## config.mk

```make
export PLATFORM = sky130hd
export DESIGN_NAME = hlclk_divider
export DESIGN_NICKNAME = d
export VERILOG_FILES = /design/src/rtl/hlclk_pkg.sv /design/src/rtl/hlclk_encoder.sv /design/src/rtl/hlclk_cfg_hold.sv /design/src/rtl/hlclk_phase_ctr.sv /design/src/rtl/hlclk_out_gate.sv /design/src/rtl/hlclk_divider.sv
export SDC_FILE = /design/constraint.sdc
export NUM_CORES = 1
export LEC_CHECK = 0
export CAP_MARGIN = 40
export CORE_MARGIN = 2
export CORE_UTILIZATION = 25
export CTS_CLUSTER_SIZE = 16
export DETAILED_ROUTE_END_ITERATION = 10
export PLACE_DENSITY = 0.53
export SYNTH_ARGS = -nofsm -noshare
export SYNTH_HDL_FRONTEND = slang
export SYNTH_HIERARCHICAL = 1
export SYNTH_SLANG_ARGS = --single-unit
```

## constraint.sdc

```tcl
create_clock -name clk_in -period 7.4 [get_ports clk_in]
set_input_delay 2.22 -clock clk_in [delete_from_list [all_inputs] [get_ports clk_in]]
set_output_delay 2.22 -clock clk_in [all_outputs]
set_load 0.01 [all_outputs]
```

## src/rtl/hlclk_pkg.sv

```systemverilog
`timescale 1ns/1ps
package hlclk_pkg;
  localparam int CNT_W     = 6;
  localparam int RATIO_W   = CNT_W + 1;
  localparam int MAX_CNT   = (1 << CNT_W) - 1;
  localparam int MAX_RATIO = 2 * MAX_CNT;
  localparam int WORD_W    = 2 * CNT_W + 2;

  typedef logic [CNT_W-1:0] cnt_t;

  typedef struct packed {
    logic bypass;
    logic odd_adj;
    cnt_t high_cnt;
    cnt_t low_cnt;
  } div_cfg_t;

  localparam div_cfg_t RESET_CFG = '{bypass: 1'b0, odd_adj: 1'b0,
                                     high_cnt: cnt_t'(1), low_cnt: cnt_t'(1)};

  // a zero count behaves as a one-cycle phase
  function automatic cnt_t eff_cnt(input cnt_t c);
    return (c == '0) ? cnt_t'(1) : c;
  endfunction

  function automatic div_cfg_t encode_ratio(input logic [RATIO_W-1:0] ratio);
    logic [RATIO_W-1:0] n;
    div_cfg_t w;
    if (ratio == '0)
      n = RATIO_W'(1);
    else if (ratio > RATIO_W'(MAX_RATIO))
      n = RATIO_W'(MAX_RATIO);
    else
      n = ratio;
    w.high_cnt = n[RATIO_W-1:1];
    w.low_cnt  = n[RATIO_W-1:1] + cnt_t'(n[0]);
    w.odd_adj  = n[0];
    w.bypass   = (n == RATIO_W'(1));
    return w;
  endfunction
endpackage

```

## src/rtl/hlclk_encoder.sv

```systemverilog
`timescale 1ns/1ps
module hlclk_encoder
  import hlclk_pkg::*;
(
  input  logic [RATIO_W-1:0] ratio,
  output div_cfg_t           word
);
  always_comb begin
    word = encode_ratio(ratio);
    AST_ENC_SPLIT: assert ({1'b0, word.low_cnt} == {1'b0, word.high_cnt} + {{CNT_W{1'b0}}, word.odd_adj});
    AST_ENC_BYP: assert (word.bypass == (word.high_cnt == '0));
  end
endmodule

```

## src/rtl/hlclk_cfg_hold.sv

```systemverilog
`timescale 1ns/1ps
module hlclk_cfg_hold
  import hlclk_pkg::*;
(
  input  logic     clk_in,
  input  logic     rst_n,
  input  logic     load,
  input  div_cfg_t word_in,
  input  logic     period_end,
  output div_cfg_t act_cfg,
  output div_cfg_t nxt_cfg,
  output logic     stretch_en
);
  div_cfg_t pend_q;
  div_cfg_t act_q;
  logic     pend_vld_q;

  // the pending word replaces the active one only on a period boundary
  always_comb nxt_cfg = (period_end && pend_vld_q) ? pend_q : act_q;

  always_ff @(posedge clk_in or negedge rst_n) begin
    if (!rst_n) begin
      act_q      <= RESET_CFG;
      pend_q     <= RESET_CFG;
      pend_vld_q <= 1'b0;
    end else begin
      act_q <= nxt_cfg;
      if (load) begin
        pend_q     <= word_in;
        pend_vld_q <= 1'b1;
      end else if (period_end) begin
        pend_vld_q <= 1'b0;
      end
    end
  end

  assign act_cfg    = act_q;
  assign stretch_en = act_q.odd_adj && !act_q.bypass && (act_q.low_cnt >= cnt_t'(2));

  AST_CFG_AT_END: assert property (@(posedge clk_in) disable iff (!rst_n)
    (act_q != $past(act_q)) |-> $past(period_end));
endmodule

```

## src/rtl/hlclk_phase_ctr.sv

```systemverilog
`timescale 1ns/1ps
module hlclk_phase_ctr
  import hlclk_pkg::*;
(
  input  logic     clk_in,
  input  logic     rst_n,
  input  div_cfg_t act_cfg,
  input  div_cfg_t nxt_cfg,
  output logic     phase_hi,
  output logic     period_end
);
  cnt_t cnt_q;
  cnt_t hi_e;
  cnt_t lo_e;
  logic ph_q;
  logic boot_q;

  always_comb begin
    hi_e = eff_cnt(act_cfg.high_cnt);
    lo_e = eff_cnt(act_cfg.low_cnt);
  end

  assign period_end = boot_q | act_cfg.bypass | (!ph_q && (cnt_q == lo_e - cnt_t'(1)));

  always_ff @(posedge clk_in or negedge rst_n) begin
    if (!rst_n) begin
      cnt_q  <= '0;
      ph_q   <= 1'b0;
      boot_q <= 1'b1;
    end else begin
      boot_q <= 1'b0;
      if (period_end) begin
        ph_q  <= !nxt_cfg.bypass;
        cnt_q <= '0;
      end else if (ph_q && (cnt_q == hi_e - cnt_t'(1))) begin
        ph_q  <= 1'b0;
        cnt_q <= '0;
      end else begin
        cnt_q <= cnt_q + cnt_t'(1);
      end
    end
  end

  assign phase_hi = ph_q;

  AST_HI_BOUND: assert property (@(posedge clk_in) disable iff (!rst_n)
    ph_q |-> (cnt_q < hi_e));
  AST_LO_BOUND: assert property (@(posedge clk_in) disable iff (!rst_n)
    (!ph_q && !act_cfg.bypass) |-> (cnt_q < lo_e));
  AST_RISE_AT_END: assert property (@(posedge clk_in) disable iff (!rst_n)
    $rose(ph_q) |-> $past(period_end));
  AST_BYP_PHASE_LOW: assert property (@(posedge clk_in) disable iff (!rst_n)
    act_cfg.bypass |-> !ph_q);
endmodule

```

## src/rtl/hlclk_out_gate.sv

```systemverilog
`timescale 1ns/1ps
module hlclk_out_gate (
  input  logic clk_in,
  input  logic rst_n,
  input  logic phase_hi,
  input  logic stretch_en,
  input  logic byp_sel,
  output logic clk_out
);
  logic tail_q;
  logic byp_en_q;

  // falling-edge copies: the tail extends high by half a cycle, and the
  // pass-through enable only moves while the input clock is low
  always_ff @(negedge clk_in or negedge rst_n) begin
    if (!rst_n) begin
      tail_q   <= 1'b0;
      byp_en_q <= 1'b0;
    end else begin
      tail_q   <= phase_hi;
      byp_en_q <= byp_sel;
    end
  end

  assign clk_out = phase_hi | (stretch_en & tail_q) | (byp_en_q & clk_in);

  AST_RESET_QUIET: assert property (@(posedge clk_in)
    !rst_n |-> !clk_out);
endmodule

```

## src/rtl/hlclk_divider.sv

```systemverilog
`timescale 1ns/1ps
module hlclk_divider
  import hlclk_pkg::*;
(
  input  logic               clk_in,
  input  logic               rst_n,
  input  logic [WORD_W-1:0]  cfg_word,
  input  logic               cfg_load,
  input  logic [RATIO_W-1:0] enc_ratio,
  output logic [WORD_W-1:0]  enc_word,
  output logic               clk_out
);
  div_cfg_t act_cfg;
  div_cfg_t nxt_cfg;
  div_cfg_t enc_cfg;
  logic     stretch_en;
  logic     phase_hi;
  logic     period_end;

  hlclk_encoder u_enc (
    .ratio (enc_ratio),
    .word  (enc_cfg)
  );
  assign enc_word = enc_cfg;

  hlclk_cfg_hold u_cfg (
    .clk_in     (clk_in),
    .rst_n      (rst_n),
    .load       (cfg_load),
    .word_in    (div_cfg_t'(cfg_word)),
    .period_end (period_end),
    .act_cfg    (act_cfg),
    .nxt_cfg    (nxt_cfg),
    .stretch_en (stretch_en)
  );

  hlclk_phase_ctr u_ctr (
    .clk_in     (clk_in),
    .rst_n      (rst_n),
    .act_cfg    (act_cfg),
    .nxt_cfg    (nxt_cfg),
    .phase_hi   (phase_hi),
    .period_end (period_end)
  );

  hlclk_out_gate u_gate (
    .clk_in     (clk_in),
    .rst_n      (rst_n),
    .phase_hi   (phase_hi),
    .stretch_en (stretch_en),
    .byp_sel    (act_cfg.bypass),
    .clk_out    (clk_out)
  );
endmodule

```

After elaboration in Yosys (flattened, before gate mapping)
Index checks and enable logic that the tools add are counted.
{ "word_totals": {"output_inout_bits": 15, "in_bits": 24, "reg_bits": 39, "elab_cells": 53} }
{ "classes": {"bitwise": 6, "n_addsub": 4, "eq_ne": 3, "n_reduce_logical": 13, "muxes": 11, "order_cmp": 2} }
{ "op_table": {"columns": ["op", "count"], "rows": [
  ["2-to-1 mux 6 bit", 4],
  ["2-to-1 mux 14 bit", 1],
  ["2-to-1 mux 7 bit", 2],
  ["== test 6 bit", 2],
  ["logical NOT 6 bit", 2],
  ["subtractor 6 x 1 -> 6 bit, second input constant", 2],
  ["== test 7 x 1 -> 1 bit, second input constant", 1],
  ["greater-than comparator 7 bit, second input constant", 1],
  ["logical NOT 7 bit", 1],
  ["adder 6 x 1 -> 6 bit", 1],
  ["adder 6 x 1 -> 6 bit, second input constant", 1],
  [">= comparator 6 x 2 -> 1 bit, second input constant", 1],
  ["logical AND 1 bit", 5],
  ["2-to-1 mux 1 bit", 4],
  ["OR 1 bit", 4],
  ["nonzero test 2 bit", 2],
  ["logical NOT 1 bit", 3],
  ["AND 1 bit", 2]
]} }

Depth between registers and ports, before layout
Gate-level depths: netlist of run 1.
{ "logic_depth": {"ltp_word": 10, "depth_mapped": 11, "mapped_depth_nobuf": 11} }

Hierarchy
Netlist of run 1, hierarchy kept.
{ "modules_own_cells": {"columns": ["module", "n_inst", "area_per_inst_um2", "seq_area_each_um2", "cells_each"], "rows": [
  ["hlclk_cfg_hold", 1, 1151.1, 730.7, 67],
  ["hlclk_phase_ctr", 1, 827.0, 201.4, 89],
  ["hlclk_encoder", 1, 170.2, 0.0, 24],
  ["hlclk_out_gate", 1, 60.1, 50.0, 3]
]} }

==> metrics.txt, run 1 <==
Hold-fix buffers, CTS 0; CP Buf/Inv Count 1; CTS tree done; worst vdd ir roughly 0.13 mV; post-synth top area cell dfrtp_1; Setup TNS 0 ns; relative slew slack 0.5412; GRT overflow 0; worst-case clock skew 0.02027 ns; largest net degree at the start of global routing 36; Rows 34; Max stage delay on crit path roughly 0.34 ns; layout overhead on the synthesized area 27.25%; number of pins with negative max-slew slack in the final report 0; sequential share of the synthesized area 0.4448; Die W about 98 um; first-pass GRT wire length 7182 um; routed vias/inst roughly 4.7; cell area after synthesis 0.002208 mm2; DRT Pass-1 Iters 5; Post-synth EDFFs 0; Iter 0 DRT Violations a little over 70; post-CTS setup buffers 0; top cells by area, synth dfrtp_1 36%, mux2_2 9.2%, mux2_4 7.5%, dfstp_2 5.9%, xor2_1 4.0%; Worst setup SP type flip-flop; Mean Syn Cell Area 12.07 um2; library cells used by synthesis 51; status complete, no violations; Worst Path Max Fanout 1; Mapped Cells about 180; Leakage ~1.2 nW; Most used DFF post-synth dfrtp_1; Warnings, synthesis 6; RSZ-0062 raised after global routing no; Syn Nets around 210; final hold vios 0; post-synth top area share 0.3626; remaining antenna violation count after routing 0; nets@finish around 250; crit end category primary output; Least-Margin Pin Slew 0.6860 ns; Residual DRC 0; CTS clk-pin slew, worst paths approximately 0.080 ns; PortBufs 38; placed inst area 0.002653 mm2; Core Region about 0.0086 mm2; post-DP HPWL between 3000 and 4000 um; asr flop ratio synth 1.000; die height 97.99 um; PD cells roughly 280 mW/mm2; worst path arrival time ~5 ns; most frequent cells after synthesis 32 x dfrtp_1, 18 x mux2_2, 11 x mux2_4, 11 x nor2_1, 10 x xor2_1; CP top delay family compound AO/OA/AOI/OAI gates; die area slightly below 0.01 mm2; routed wire length about 4200 um; critical path class flip-flop to primary output; max cap viols 0; initial antenna violation count 0; per-cell routed wire length 12.65 um; Req. time, crit path approximately 5.2 ns; clk_lat worst skew 0.41 ns; Tot Pwr 773.9 uW; Via Count 1,554; most numerous cell in the Yosys netlist dfrtp_1; starting density of the core 0.2557; Ant. Diodes 0; share of layout cells above drive strength 1 0.2568; Overall Global Routing Usage 0.09458; GPL Wtd Cong 0.7591; worst-path cell chain a221o_1 -> dlygate4sd2_1; design area 0.002810 mm2; Hold/Removal Path Class flip-flop to flip-flop; critical path's slowest cell a221o_1; vias in the first global route about 1,500; Ports 39; filler cell count between 800 and 900; synthesized flop and latch total 39; # setup viols final 0
[final cells by class]
| cell class | instances | area [um2] | area share |
|---|---|---|---|
| multi-input cells | 127 | 1126 | 0.4007 |
| clock inverters | 2 | 35.03 | 0.01247 |
| inverters | 5 | 18.77 | 0.006679 |
| flip-flops and latches | 39 | 982.2 | 0.3495 |
| well taps | 108 | 135.1 | 0.04809 |
| clock buffers | 10 | 132.6 | 0.04719 |
| repair buffers | 39 | 380.4 | 0.1354 |
[state kept, by name (all words and copies together) (netlist names)]
| name | flops |
|---|---|
| u_ctr/cnt_q | 6 |
| u_cfg/pend_q | 14 |
| u_ctr/boot_q | 1 |
| u_ctr/phase_hi | 1 |
| u_gate/byp_en_q | 1 |
| u_cfg/act_cfg | 14 |
| u_cfg/pend_vld_q | 1 |
| u_gate/tail_q | 1 |
[power by group]
part | switching [mW] | internal (mW) | leakage, nW
clock | 0.0857 | 0.150 | 0.0898
combinational | 0.0917 | 0.125 | 0.604
sequential | 0.0610 | 0.261 | 0.462
total | 0.238 | 0.536 | 1.16
[final timing paths]
path                                             start                    endpoint  slack (ns)  depth (start not counted)
setup / recovery             u_gate/byp_en_q$_DFF_NN0_                     clk_out        0.12                          2
hold / removal             u_cfg/pend_q[2]$_DFFE_PN0P_  u_cfg/act_cfg[2]$_DFF_PN0_        0.50                          1
setup reg to reg            u_ctr/phase_hi$_DFFE_PN0P_     u_gate/tail_q$_DFF_NN0_        3.11                          0
hold reg to reg            u_cfg/pend_q[2]$_DFFE_PN0P_  u_cfg/act_cfg[2]$_DFF_PN0_        0.50                          1
max in group asynchronous                        rst_n     u_gate/tail_q$_DFF_NN0_        2.01                          1
min in group asynchronous                        rst_n      u_ctr/boot_q$_DFF_PN1_        1.84                          1
[metrics by stage]
stage / util / setup slack, ns / hold WS, ns / cells
3_5_place_dp: 0.3072 / 0.3260 / 0.4885 / 319
2_1_floorplan: - / 0.7997 / 0.4694 / 183
6_report: 0.3254 / 0.1178 / 0.5025 / 330
3_3_place_gp: 0.3072 / 0.3669 / 0.4795 / 319
4_1_cts: 0.3254 / 0.09120 / 0.5081 / 330
5_1_grt: 0.3254 / 0.06315 / 0.5228 / 330
[metal layers]
layer  GRT usage  part of all wire  vias to the layer above
li1            -                 -                      733
met1      0.1123              0.45                      757
met2      0.1459              0.47                       55
met3     0.03579             0.069                        9
met4     0.05556             0.021                        0
met5           0                 0                        -
[cells in the final DEF, fill, tap and decap left out, drive strengths merged, types with 4 or more instances in the layout]
cell type / instances
clkdlybuf4s50: 36
dfstp: 5
nand3: 5
xor2: 10
nor3: 8
clkbuf: 9
mux2: 29
nor2: 11
ha: 6
nand2: 6
nand2b: 4
xnor2: 7
inv: 5
dfrtp: 32
[kinds of logic after synthesis]
| family | after synthesis | share of synthesized area |
|---|---|---|
| other | 1 | 0.001698 |
| XOR/XNOR | 17 | 0.06742 |
| flip-flops | 39 | 0.4448 |
| buffers and inverters | 17 | 0.04532 |
| multiplexers | 30 | 0.1711 |
| AND/OR/NAND/NOR | 53 | 0.1473 |
| adder cells (fa/ha/maj) | 6 | 0.03399 |
| AO/OA/AOI/OAI | 20 | 0.08839 |
[what timing repair did]
action	in CTS	in global routing
resized for setup	1	0
endpoints found under the setup margin	1	0
endpoints found under the hold margin	0	0
No activity file was read; power rests on OpenSTA's default activity.
==> run 2, diff against run 1 <==
--- a/config.mk
+++ b/config.mk
@@ -10,8 +10,7 @@
 export CORE_UTILIZATION = 25
 export CTS_CLUSTER_SIZE = 16
 export DETAILED_ROUTE_END_ITERATION = 10
-export PLACE_DENSITY = 0.53
+export PLACE_DENSITY = 0.52
 export SYNTH_ARGS = -nofsm -noshare
 export SYNTH_HDL_FRONTEND = slang
-export SYNTH_HIERARCHICAL = 1
 export SYNTH_SLANG_ARGS = --single-unit
==> metrics.txt, run 2 <==
initial antenna violation count 0 (unchanged); CTS clk-pin slew, worst paths 0.08 ns (about the same); filler cell count 1,059 (+23%); Req. time, crit path 5.18 ns (about the same); CTS tree done; Overall Global Routing Usage 0.1157 (+0.02111); Hold-fix buffers, CTS 0 (unchanged); # setup viols final 0 (unchanged); Setup TNS 0 ns (unchanged); Final Instance Count excl. Fillers 446 (+35%); clock network power share 0.268 (-0.037); worst setup margin 0.1303 ns (+0.01251 ns); Ant. Diodes 0 (unchanged); layout overhead on the synthesized area 25.28%; Logic pwr share 0.345 (+0.065); cell area after synthesis 0.002500 mm2 (+13%); worst path arrival time 5.05 ns (about the same); Warnings, synthesis 0 (-6); largest net degree at the start of global routing 36 (unchanged); pre-CTS WS 0.2334 ns (-0.09260 ns); Mean Syn Cell Area 8.802 um2 (-27%); Rows 36 (+5.9%); remaining antenna violation count after routing 0 (unchanged); critical path class flip-flop to primary output; post-synth top area share 0.3203 (-0.04229); Syn Nets 314 (+47%); most frequent cells after synthesis 32 x dfrtp_1, 30 x nand2_1, 19 x clkbuf_1, 19 x inv_1, 17 x nand3_1; PortBufs 38 (unchanged); Max stage delay on crit path 0.38 ns (+0.04 ns); Leakage 1.278 nW (+11%); critical register-to-register path endpoint u_gate.byp_en_q$_DFF_NN0_; synthesized flop and latch total 39 (unchanged); vias in the first global route 2,079 (+38%); first-pass GRT wire length 10,020 um (+39%); Residual DRC 0 (unchanged); post-synth top area cell dfrtp_1; Hold/Removal Path Class flip-flop to flip-flop; share of layout cells above drive strength 1 0.1470 (-0.1098); crit end category primary output; most frequent cells in the layout 36 x clkdlybuf4s50_1, 32 x dfrtp_1, 30 x nand2_1; worst-case clock skew 0.01782 ns (-0.002452 ns); asr flop ratio synth 1.000 (unchanged); per-cell routed wire length 13.09 um (+3.5%); WHS Path Cells 1 (unchanged); DRT Pass-1 Iters 5 (unchanged); critical path's slowest cell dfrtn_1; sequential share of the synthesized area 0.3929 (-0.05187); RSZ-0062 raised after global routing no; Mapped Cells 284 (+55%); PD cells 284.9 mW/mm2 (+3.5%); Most used DFF post-synth dfrtp_1; sequential share of power 0.387 (-0.029); library cells used by synthesis 50 (-2.0%); final hold vios 0 (unchanged); most numerous cell in the Yosys netlist dfrtp_1; Tot Pwr 892.3 uW (+15%); relative slew slack 0.4068 (-0.1344); starting density of the core 0.2569 (+0.001222); clk_lat worst skew 0.41 ns (about the same); cell count after placement 435 (+36%); routed wire length 5839 um (+40%); slack of the worst reg-to-reg path 2.87 ns (-0.24 ns); Sw Ratio 0.3697 (+0.06170); Ports 39 (unchanged); worst reg-to-reg path cell count 0 (unchanged); Core Region 0.009729 mm2 (+13%); Pint 562.4 uW (+5.0%); Least-Margin Pin Slew 0.8898 ns (+0.2038 ns); routed vias/inst 4.767 (+1.2%); hold path endpoint u_cfg.pend_q[8]$_DFFE_PN0P_; min-delay src u_cfg.pend_q[8]$_DFFE_PN0P_; Worst setup SP type flip-flop; die area 0.01082 mm2 (+13%); GPL Wtd Cong 0.7468 (-1.6%); NetSw 329.9 uW (+38%); max cap viols 0 (unchanged); Die W 104.0 um (+6.1%); Via Count 2,126 (+37%); Worst Path Max Fanout 1 (unchanged); post-DP HPWL 4130 um (+35%); die height 104.0 um (+6.1%); status complete, no violations; commonest non-fill, non-tap cell in the layout clkdlybuf4s50_1; Iter 0 DRT Violations 92 (+28%); Post-synth EDFFs 0 (unchanged); GRT overflow 0 (unchanged); post-CTS setup buffers 0 (unchanged); nets@finish 342 (+36%); worst-path cell chain nand2_1 -> o31ai_1 -> dlygate4sd2_1; worst vdd ir 0.1249 mV (-6.9%); FF-to-FF Start u_cfg.act_cfg[13]$_DFF_PN0_; number of pins with negative max-slew slack in the final report 0 (unchanged); top cells by area, synth dfrtp_1 32%, mux2_2 6.8%, dfstp_2 5.3%, nand2_1 4.5%, xnor2_1 3.5%
-- run 2: changes by cell type after synthesis, moves of 4 or more --
cell	delta
nand2_1	+25
inv_1	+14
clkbuf_1	+13
o22ai_1	+13
a21oi_1	+12
nand3_1	+12
or3_1	+12
mux2_4	-11
nor3_1	+8
nor2_1	+4
-- run 2: layout make-up --
cell class / count / area [um2] / area share
multi-input combinational: 202 / 1341 / 0.4283
sequential: 39 / 982.2 / 0.3136
timing repair buffer: 41 / 402.9 / 0.1286
tap: 133 / 166.4 / 0.05314
clock buffer: 10 / 132.6 / 0.04235
inverter: 19 / 71.32 / 0.02277
clock inverter: 2 / 35.03 / 0.01119
-- run 2: cells by family after synthesis --
logic type      count (synthesis)  synth area share
simple gates                  111            0.2252
fa+ha+maj                       6           0.03003
xor+xnor                       20           0.07007
buf+inv                        43           0.07257
other cells                     1          0.001500
compound gates                 48            0.1361
flops                          39            0.3929
mux                            16           0.07157
-- run 2: what timing repair did --
item                       4_1_cts  5_1_grt
pin swaps                        0        0
setup endpoints to repair        2        1
resized for setup                1        1
-- run 2: power by group through the flow --
stage          clock network (mW)  logic (mW)  registers (mW)
6_report                    0.239       0.308           0.346
5_1_grt                     0.256       0.349           0.357
4_1_cts                     0.244       0.310           0.346
3_5_place_dp              0.00803       0.309           0.350
3_3_place_gp              0.00803       0.296           0.346
2_1_floorplan             0.00376       0.258           0.312
-- run 2: worst max-delay path: cells and delay by family, from the launching register on --
family / cells / cell delay [ns]
simple gates: 1 / 0.05
flops: 1 / 0.38
buf+inv: 1 / 0.30
compound gates: 1 / 0.20
-- run 2: routing by layer --
layer | global-route usage | vias to the layer above | share of wire
li1 | - | 1042 | -
met2 | 0.1931 | 73 | 0.46
met1 | 0.1359 | 1000 | 0.45
met5 | 0 | - | 0
met3 | 0.03008 | 11 | 0.061
met4 | 0.06178 | 0 | 0.022
-- run 2: through the flow --
stage,hold WS [ns],util,instance area [um2]
final,0.5124,0.3219,3132
after global placement,0.4945,0.3036,2954
after global routing,0.5281,0.3219,3132
after CTS,0.5161,0.3214,3127
after floorplan,0.4805,-,2500
after detailed placement,0.4982,0.3052,2969
-- run 2: how the worst max path moves through the flow --
stage	depth (start not counted)	start	slack [ns]	endpoint
4_1_cts	3	u_gate.tail_q$_DFF_NN0_	0.08	clk_out
3_5_place_dp	8	enc_ratio[3]	0.23	enc_word[4]
6_report	3	u_gate.tail_q$_DFF_NN0_	0.13	clk_out
2_1_floorplan	2	u_gate.tail_q$_DFF_NN0_	0.74	clk_out
3_3_place_gp	8	enc_ratio[3]	0.28	enc_word[4]
5_1_grt	3	u_gate.tail_q$_DFF_NN0_	0.05	clk_out
